===== config.mk =====
export PLATFORM = sky130hd
export DESIGN_NAME = sic_top
export DESIGN_NICKNAME = d
export VERILOG_FILES = /design/src/rtl/sic_pkg.sv /design/src/rtl/sic_sync.sv /design/src/rtl/sic_pend.sv /design/src/rtl/sic_prio.sv /design/src/rtl/sic_top.sv
export SDC_FILE = /design/constraint.sdc
export NUM_CORES = 1
export LEC_CHECK = 0
export BUFFER_PORTS_ARGS = -buffer_cell sky130_fd_sc_hd__buf_4
export CORE_MARGIN = 2
export CORE_UTILIZATION = 53
export CTS_CLUSTER_DIAMETER = 150
export DETAILED_ROUTE_END_ITERATION = 8
export PLACE_DENSITY = 0.91
export SLEW_MARGIN = 20
export SYNTH_ARGS = -nofsm -noshare
export SYNTH_HDL_FRONTEND = slang
export SYNTH_SLANG_ARGS = --single-unit

===== constraint.sdc =====
create_clock -name clk_i -period 3.2 [get_ports clk_i]
set_input_delay 0.64 -clock clk_i [delete_from_list [all_inputs] [get_ports clk_i]]
set_output_delay 0.64 -clock clk_i [all_outputs]
set_load 0.02 [all_outputs]

===== src/rtl/sic_pkg.sv =====
package sic_pkg;
  localparam int unsigned REG_W = 32;
  localparam int unsigned VEC_W = 6;

  typedef enum logic [1:0] {
    RA_PEND = 2'd0,
    RA_MASK = 2'd1,
    RA_MODE = 2'd2,
    RA_VEC  = 2'd3
  } reg_addr_e;
endpackage


===== src/rtl/sic_sync.sv =====
module sic_sync #(
  parameter int unsigned N_PINS = 8
) (
  input  logic              clk_i,
  input  logic              rst_ni,
  input  logic [N_PINS-1:0] pin_n_i,
  output logic [N_PINS-1:0] sync_n_o,
  output logic [N_PINS-1:0] fall_o
);
  logic [N_PINS-1:0] meta_q, meta_d;
  logic [N_PINS-1:0] stab_q, stab_d;
  logic [N_PINS-1:0] prev_q, prev_d;

  always_comb begin
    meta_d = pin_n_i;
    stab_d = meta_q;
    prev_d = stab_q;
  end

  always_ff @(posedge clk_i or negedge rst_ni) begin
    if (!rst_ni) begin
      meta_q <= '1;
      stab_q <= '1;
      prev_q <= '1;
    end else begin
      meta_q <= meta_d;
      stab_q <= stab_d;
      prev_q <= prev_d;
    end
  end

  assign sync_n_o = stab_q;
  assign fall_o   = prev_q & ~stab_q;
endmodule


===== src/rtl/sic_pend.sv =====
module sic_pend #(
  parameter int unsigned N_PINS = 8,
  localparam int unsigned N_SRC = 2 * N_PINS
) (
  input  logic              clk_i,
  input  logic              rst_ni,
  input  logic [N_PINS-1:0] sync_n_i,
  input  logic [N_PINS-1:0] fall_i,
  input  logic [N_PINS-1:0] lvl_i,
  input  logic [N_PINS-1:0] mode_i,
  input  logic              clr_en_i,
  input  logic [N_PINS-1:0] clr_i,
  output logic [N_SRC-1:0]  pend_o
);
  logic [N_SRC-1:0] pend_q, pend_d;

  for (genvar p = 0; p < N_PINS; p++) begin : g_src
    logic kill;
    assign kill = clr_en_i & clr_i[p];
    // edge mode: a new edge overrides an acknowledge in the same cycle
    assign pend_d[2*p]   = mode_i[p] ? (fall_i[p] | (pend_q[2*p] & ~kill))
                                     : ~sync_n_i[p];
    assign pend_d[2*p+1] = lvl_i[p];
  end

  always_ff @(posedge clk_i or negedge rst_ni) begin
    if (!rst_ni) pend_q <= '0;
    else         pend_q <= pend_d;
  end

  assign pend_o = pend_q;
endmodule


===== src/rtl/sic_prio.sv =====
module sic_prio #(
  parameter int unsigned N_SRC = 16,
  localparam int unsigned IDX_W = $clog2(N_SRC)
) (
  input  logic [N_SRC-1:0] req_i,
  output logic [IDX_W-1:0] idx_o,
  output logic             any_o
);
  always_comb begin
    idx_o = IDX_W'(N_SRC - 1);
    for (int i = int'(N_SRC) - 1; i >= 0; i--) begin
      if (req_i[i]) idx_o = IDX_W'(i);
    end
  end

  assign any_o = |req_i;
endmodule


===== src/rtl/sic_top.sv =====
module sic_top
  import sic_pkg::*;
#(
  parameter int unsigned N_PINS = 8
) (
  input  logic              clk_i,
  input  logic              rst_ni,
  input  logic [1:0]        bus_addr_i,
  input  logic              bus_wr_i,
  input  logic              bus_rd_i,
  input  logic [REG_W-1:0]  bus_wdata_i,
  output logic [REG_W-1:0]  bus_rdata_o,
  input  logic [N_PINS-1:0] pin_n_i,
  input  logic [N_PINS-1:0] lvl_i,
  output logic              irq_o
);
  localparam int unsigned N_SRC  = 2 * N_PINS;
  localparam int unsigned IDX_W  = $clog2(N_SRC);
  localparam int unsigned LOW_HI = REG_W - N_SRC - 1;

  // reset: asserted at once, released after two clock edges
  logic rst_meta_q, rst_n;
  always_ff @(posedge clk_i or negedge rst_ni) begin
    if (!rst_ni) begin
      rst_meta_q <= 1'b0;
      rst_n      <= 1'b0;
    end else begin
      rst_meta_q <= 1'b1;
      rst_n      <= rst_meta_q;
    end
  end

  logic [N_PINS-1:0] sync_n, fall, clr;
  logic [N_SRC-1:0]  pend, mask_q, mask_d;
  logic [N_PINS-1:0] mode_q, mode_d;
  logic [REG_W-1:0]  rdata_q, rdata_d;
  logic [IDX_W-1:0]  vec_idx;
  logic              any_req, clr_en, mask_en, mode_en, rd_en;
  logic              unused_wdata;

  reg_addr_e addr;
  assign addr = reg_addr_e'(bus_addr_i);

  assign clr_en  = bus_wr_i && addr == RA_PEND;
  assign mask_en = bus_wr_i && addr == RA_MASK;
  assign mode_en = bus_wr_i && addr == RA_MODE;
  assign rd_en   = bus_rd_i;
  assign unused_wdata = ^bus_wdata_i[LOW_HI:N_PINS];

  for (genvar p = 0; p < N_PINS; p++) begin : g_clr
    assign clr[p] = bus_wdata_i[REG_W-1-2*p];
  end

  sic_sync #(.N_PINS(N_PINS)) u_sync (
    .clk_i    (clk_i),
    .rst_ni   (rst_n),
    .pin_n_i  (pin_n_i),
    .sync_n_o (sync_n),
    .fall_o   (fall)
  );

  sic_pend #(.N_PINS(N_PINS)) u_pend (
    .clk_i    (clk_i),
    .rst_ni   (rst_n),
    .sync_n_i (sync_n),
    .fall_i   (fall),
    .lvl_i    (lvl_i),
    .mode_i   (mode_q),
    .clr_en_i (clr_en),
    .clr_i    (clr),
    .pend_o   (pend)
  );

  sic_prio #(.N_SRC(N_SRC)) u_prio (
    .req_i (pend & mask_q),
    .idx_o (vec_idx),
    .any_o (any_req)
  );

  // next state of the programmable registers
  always_comb begin
    mask_d = mask_q;
    mode_d = mode_q;
    if (mask_en) begin
      for (int n = 0; n < int'(N_SRC); n++) mask_d[n] = bus_wdata_i[REG_W-1-n];
    end
    if (mode_en) mode_d = bus_wdata_i[N_PINS-1:0];
  end

  // read mux
  always_comb begin
    rdata_d = rdata_q;
    if (rd_en) begin
      rdata_d = '0;
      unique case (addr)
        RA_PEND: for (int n = 0; n < int'(N_SRC); n++) rdata_d[REG_W-1-n] = pend[n];
        RA_MASK: for (int n = 0; n < int'(N_SRC); n++) rdata_d[REG_W-1-n] = mask_q[n];
        RA_MODE: rdata_d[N_PINS-1:0] = mode_q;
        RA_VEC:  rdata_d[REG_W-1 -: VEC_W] = VEC_W'(vec_idx);
        default: rdata_d = '0;
      endcase
    end
  end

  always_ff @(posedge clk_i or negedge rst_n) begin
    if (!rst_n) begin
      mask_q  <= '0;
      mode_q  <= '0;
      rdata_q <= '0;
    end else begin
      mask_q  <= mask_d;
      mode_q  <= mode_d;
      rdata_q <= rdata_d;
    end
  end

  assign bus_rdata_o = rdata_q;
  assign irq_o       = any_req;
endmodule


Word level (Yosys, flattened, before mapping)
Cells that the tools add are included.
Word-level totals
  ROM bits: 0
  output and inout bits: 33
  input port bits: 54
  bits in registers: 90
  memories: 0
  memory bits (writable): 0
  word-level logic and storage cells: 86
  bits in latches: 0
Operators by class
  shifts and indexed selects: 0
  mux-type cells: 26
  bitwise gates (word level): 43
  divide/modulo/power cells: 0
  magnitude comparators: 0
  add/sub/neg operators: 0
  reduce and logical (&&, ||, !) cells: 5
  multiply operators: 0
  eq/ne operators: 3
Operator list (number)
  $mux 4: 8
  $pmux 10 s2: 1
  $pmux 6 s3: 1
  $and 1x1->1: 16
  $and 16x16->16: 1
  $not 1->1: 16
  $reduce_or 16->1: 1
  $mux 3: 4
  $mux 1: 9
  $and 8x8->8: 1
  $mux 8: 1
  $not 8->8: 1
  $or 1x1->1: 8
  $eq 2x2->1 const B: 2
  $mux 2: 2
  $logic_and 1x1->1: 3
  $eq 2x1->1 const B: 1
  $logic_not 2->1: 1

Depth between registers and ports, before layout
  word-level depth: 17
  gate-level depth with buffers: 5
  mapped depth without buffers: 4

Cells and area by module
A second synthesis with hierarchy kept.
Unflattened totals
  cells, all modules: 300
  area total of the unflattened synthesis: 3849.9 um^2
Modules (own cells, without submodules)
  sic_top: sequential area each 1251.2 um^2, area an instance 2342.2 um^2, times used 1, cells an instance 192
  sic_sync: sequential area each 630.6 um^2, area an instance 740.7 um^2, times used 1, cells an instance 32
  sic_pend: sequential area each 400.4 um^2, area an instance 598.1 um^2, times used 1, cells an instance 49
  sic_prio: sequential area each 0.0 um^2, area an instance 168.9 um^2, times used 1, cells an instance 27

Least setup slack after synthesis
No wires, ideal clock.
  kind: register -> output
  start: reg mask_q[5]
  end: out irq_o
  buffers on the path: 0
  arrival time: 1228 ps
  cell stages (with the launch flop): 4
  data required time: 2560 ps
  slack: 1332 ps
  cell sequence: dfrtp_1 > a22o_1 > nor4_1 > nand4_1
Between the ends
  longest elaborated chain between the ends: 2
Ends and longest elaborated chain
  start: declaration: RTL line sic_top.sv:34  | logic [N_SRC-1:0] pend, mask_q, mask_d;
  start signal: assignment: RTL line sic_top.sv:111  | mask_q <= mask_d;
  $and 16x16->16: RTL line sic_top.sv:75  | .req_i (pend & mask_q),
  $reduce_or 16->1: RTL line sic_prio.sv:16  | assign any_o = |req_i;
  end: declaration: RTL line sic_top.sv:15  | output logic irq_o
Every way passes these cells.

Worst setup path after layout
Same ends and word-level chain as after synthesis.

==> flow_summary.toml <==
[floorplanning]
die_w_um = 86.0
io_pins = 87
fp.dieH_um = 86.0
start_util = 0.554
core_area_sq_um = 6420
fp.dieArea_sq_um = 7390
rows = 29

[global_route]
first_global_vias = 2230
use_met2 = 0.307
grt_pass1_wl_mm = 11.5
grt_max_degree = 89
grt_util_all_layers = 0.205
grt.busiest_layer = "met2"
antenna_found_initial = 0
gr-total-overflow = 0
use_met1 = 0.286
grt_use_met3 = 0.0616

[yosys]
synth_most_common_cell = "dfrtp_1"
syn_area_sq_um = 3560
synthFlopType = "dfrtp_1"
synth_top_family_by_area = "multiplexers"
synth_compound_area_frac = 0.117
synthCells = 263
synthAdderAreaFrac = 0
synthMuxAreaShare = 0.121
yosysTopAreaCell = "dfrtp_1"
synth-edff-count = 0
synthArstFlopShare = 1.00
syn_area_per_cell_sq_um = 13.5
synth_common_cells = "dfrtp_1, dfstp_2, mux2_2, nand2_1, o2bb2ai_1"
synth_cell_types = 39
netlist.area_leader.share = 0.464
yosysSeqAreaShare = 0.641
ys_seq_elements = 90
synth-simple-area-share = 0.0871
synth-xor-area-share = 0
synth_warnings = 0
synth_area_leaders = "dfrtp_1, dfstp_2, mux2_2"

[sta]
timing.fmax_ghz = 0.401
tns_ns = 0
slew_headroom = 0.477
report.final.hold_viol_count = 0
finalSetupViolCount = 0
rsz0062_at_grt = "false"
worst_slew_pin_slew_ns = 0.784
fin_crit_ns = 2.50
fin_crit_sh = 0.780
fin_skew_ns = 0.00906
slew_viol_final = 0

[clock_tree]
clkTransAtPathRegs_ns = 0.09
cts_setup_buffers = 0
cts_resized = 0
clk_latency_ns = 0.36
cts_root_buf = "clkbuf_8"
cts.path.max_buffers = 2
holdBufCountCts = 0
cts_num_sinks = 90
numCtsBuffers = 9
cts_max_level = 3
cts_tree = "yes"

[power_and_ir_drop]
vdd_drop_max_mv = 0.359
power.leakage_uw = 0.00195
cellPowerDensity_nw_per_um2 = 590

[worst_hold_path]
hp-class = "in -> async"

[critical_path]
cp-end-kind = "output pin"
cpPeakStageDelay_ns = 0.45
critPathSlowestCell = "nor4_1"
critPathKind = "reg -> out"
r2r_setup_slack_ns = 1.69
worstPathArrival_ns = 1.86
cp-start-kind = "flip-flop"
required_ns = 2.56
path_cells = "a22o_1 -> nor4_1 -> nand4_1 -> buf_4"
path_max_fanout = 5

[layout]
fin_util = 0.669
antennaDiodeCount = 0
multi_input_area_sq_um = 1190
seqCellArea_sq_um = 2290
nets = 389
nFillCells = 485
drive_gt1_frac = 0.409
syn2layout_area_growth_pct = 20.6

[place]
globalplace.congestion = 0.825
dp_hpwl_mm = 4.95
port_buffers = 70

[routing]
routed_wl_mm = 7.17
dr_total_vias = 2347
firstDrtPassIters = 4
ant_nets = 0
wl_per_cell_um = 17.2
drc_errors = 0
drtIter0Drc = 195
viasPerCell = 5.63

[status]
outcome = "complete, no violations"

[run]
maxCapViolations = 0
==> cell usage in the layout, fill, tap and decap left out, types with 4 or more instances in the layout <==
| master | netlist | layout |
|---|---|---|
| o21ai_0 | 11 | 11 |
| mux2_2 | 24 | 24 |
| a22o_1 | 5 | 5 |
| nor2b_1 | 8 | 8 |
| conb_1 | 2 | 9 |
| buf_4 | 10 | 70 |
| dfrtp_1 | 66 | 65 |
| mux2i_1 | 16 | 16 |
| a22oi_1 | 4 | 4 |
| o2bb2ai_1 | 20 | 20 |
| dfstp_2 | 24 | 24 |
| nand3_1 | 9 | 9 |
| nand2_1 | 21 | 21 |
| clkbuf_8 | 0 | 9 |
| nor2_1 | 8 | 8 |
==> path summary, 6_finish.rpt <==
kind	startpoint	to	cells past startpoint
max	mask_q[5]	irq_o	4
min	rst_ni	rst_n	1
max reg2reg	mask_q[5]	bus_rdata_o[29]	4
min reg2reg	rst_n	bus_rdata_o[16]	0
max in group asynchronous	rst_n	u_sync.prev_q[2]	1
min in group clk_i	rst_meta_q	rst_n	0
==> cell type report <==
cell class                 instances  share of cell area
clock buffer                      10              0.0297
multi-input combinational        162               0.277
tap                               77              0.0224
timing repair buffer              71               0.127
inverter                           1            0.000874
clock inverter                     6              0.0102
sequential                        90               0.532
==> stage by stage <==
stage                     area [sq um]  total power [uW]  setup WS, ns  std cells  hold slack (ns)
after floorplan                   3590              1690         0.550        270            0.331
after global placement            4100              1840          1.10        400            0.340
after detailed placement          4100              1870          1.09        400            0.335
after CTS                         4270              2540         0.720        416           0.0380
after global routing              4290              2650         0.652        417           0.0190
final                             4290              2530         0.704        417           0.0419
==> routing by layer <==
metal	routed length, um	share of wire
met5	0	0
met4	111	0.015
met3	440	0.061
met2	3440	0.48
met1	3180	0.44
==> flip-flops by register name, indices dropped and copies added (netlist names) <==
name	count
u_pend.pend_o	16
rst_meta_q	1
rst_n	1
bus_rdata_o	24
mode_q	8
u_sync.sync_n_o	8
u_sync.meta_q	8
u_sync.prev_q	8
mask_q	16
==> kinds of logic after synthesis <==
logic type / Yosys count
simple gates: 59
compound gates: 54
mux: 40
flops: 90
buf+inv: 18
other cells: 2
==> power breakdown <==
part | leakage, uW | switching, uW | internal (uW)
logic | 0.000807 | 213 | 222
clock network | 0.0000862 | 399 | 283
registers | 0.00106 | 133 | 1280
total | 0.00195 | 745 | 1790
==> worst max-delay path, delay by kind of cell (launching register included) <==
family	cells	cell delay, ns
buffers and inverters	1	0.20
DFF	1	0.43
AOI/OAI and AO/OA	1	0.26
and+or+nand+nor	2	0.60
Note: power is estimated with default switching activity, not from simulation.
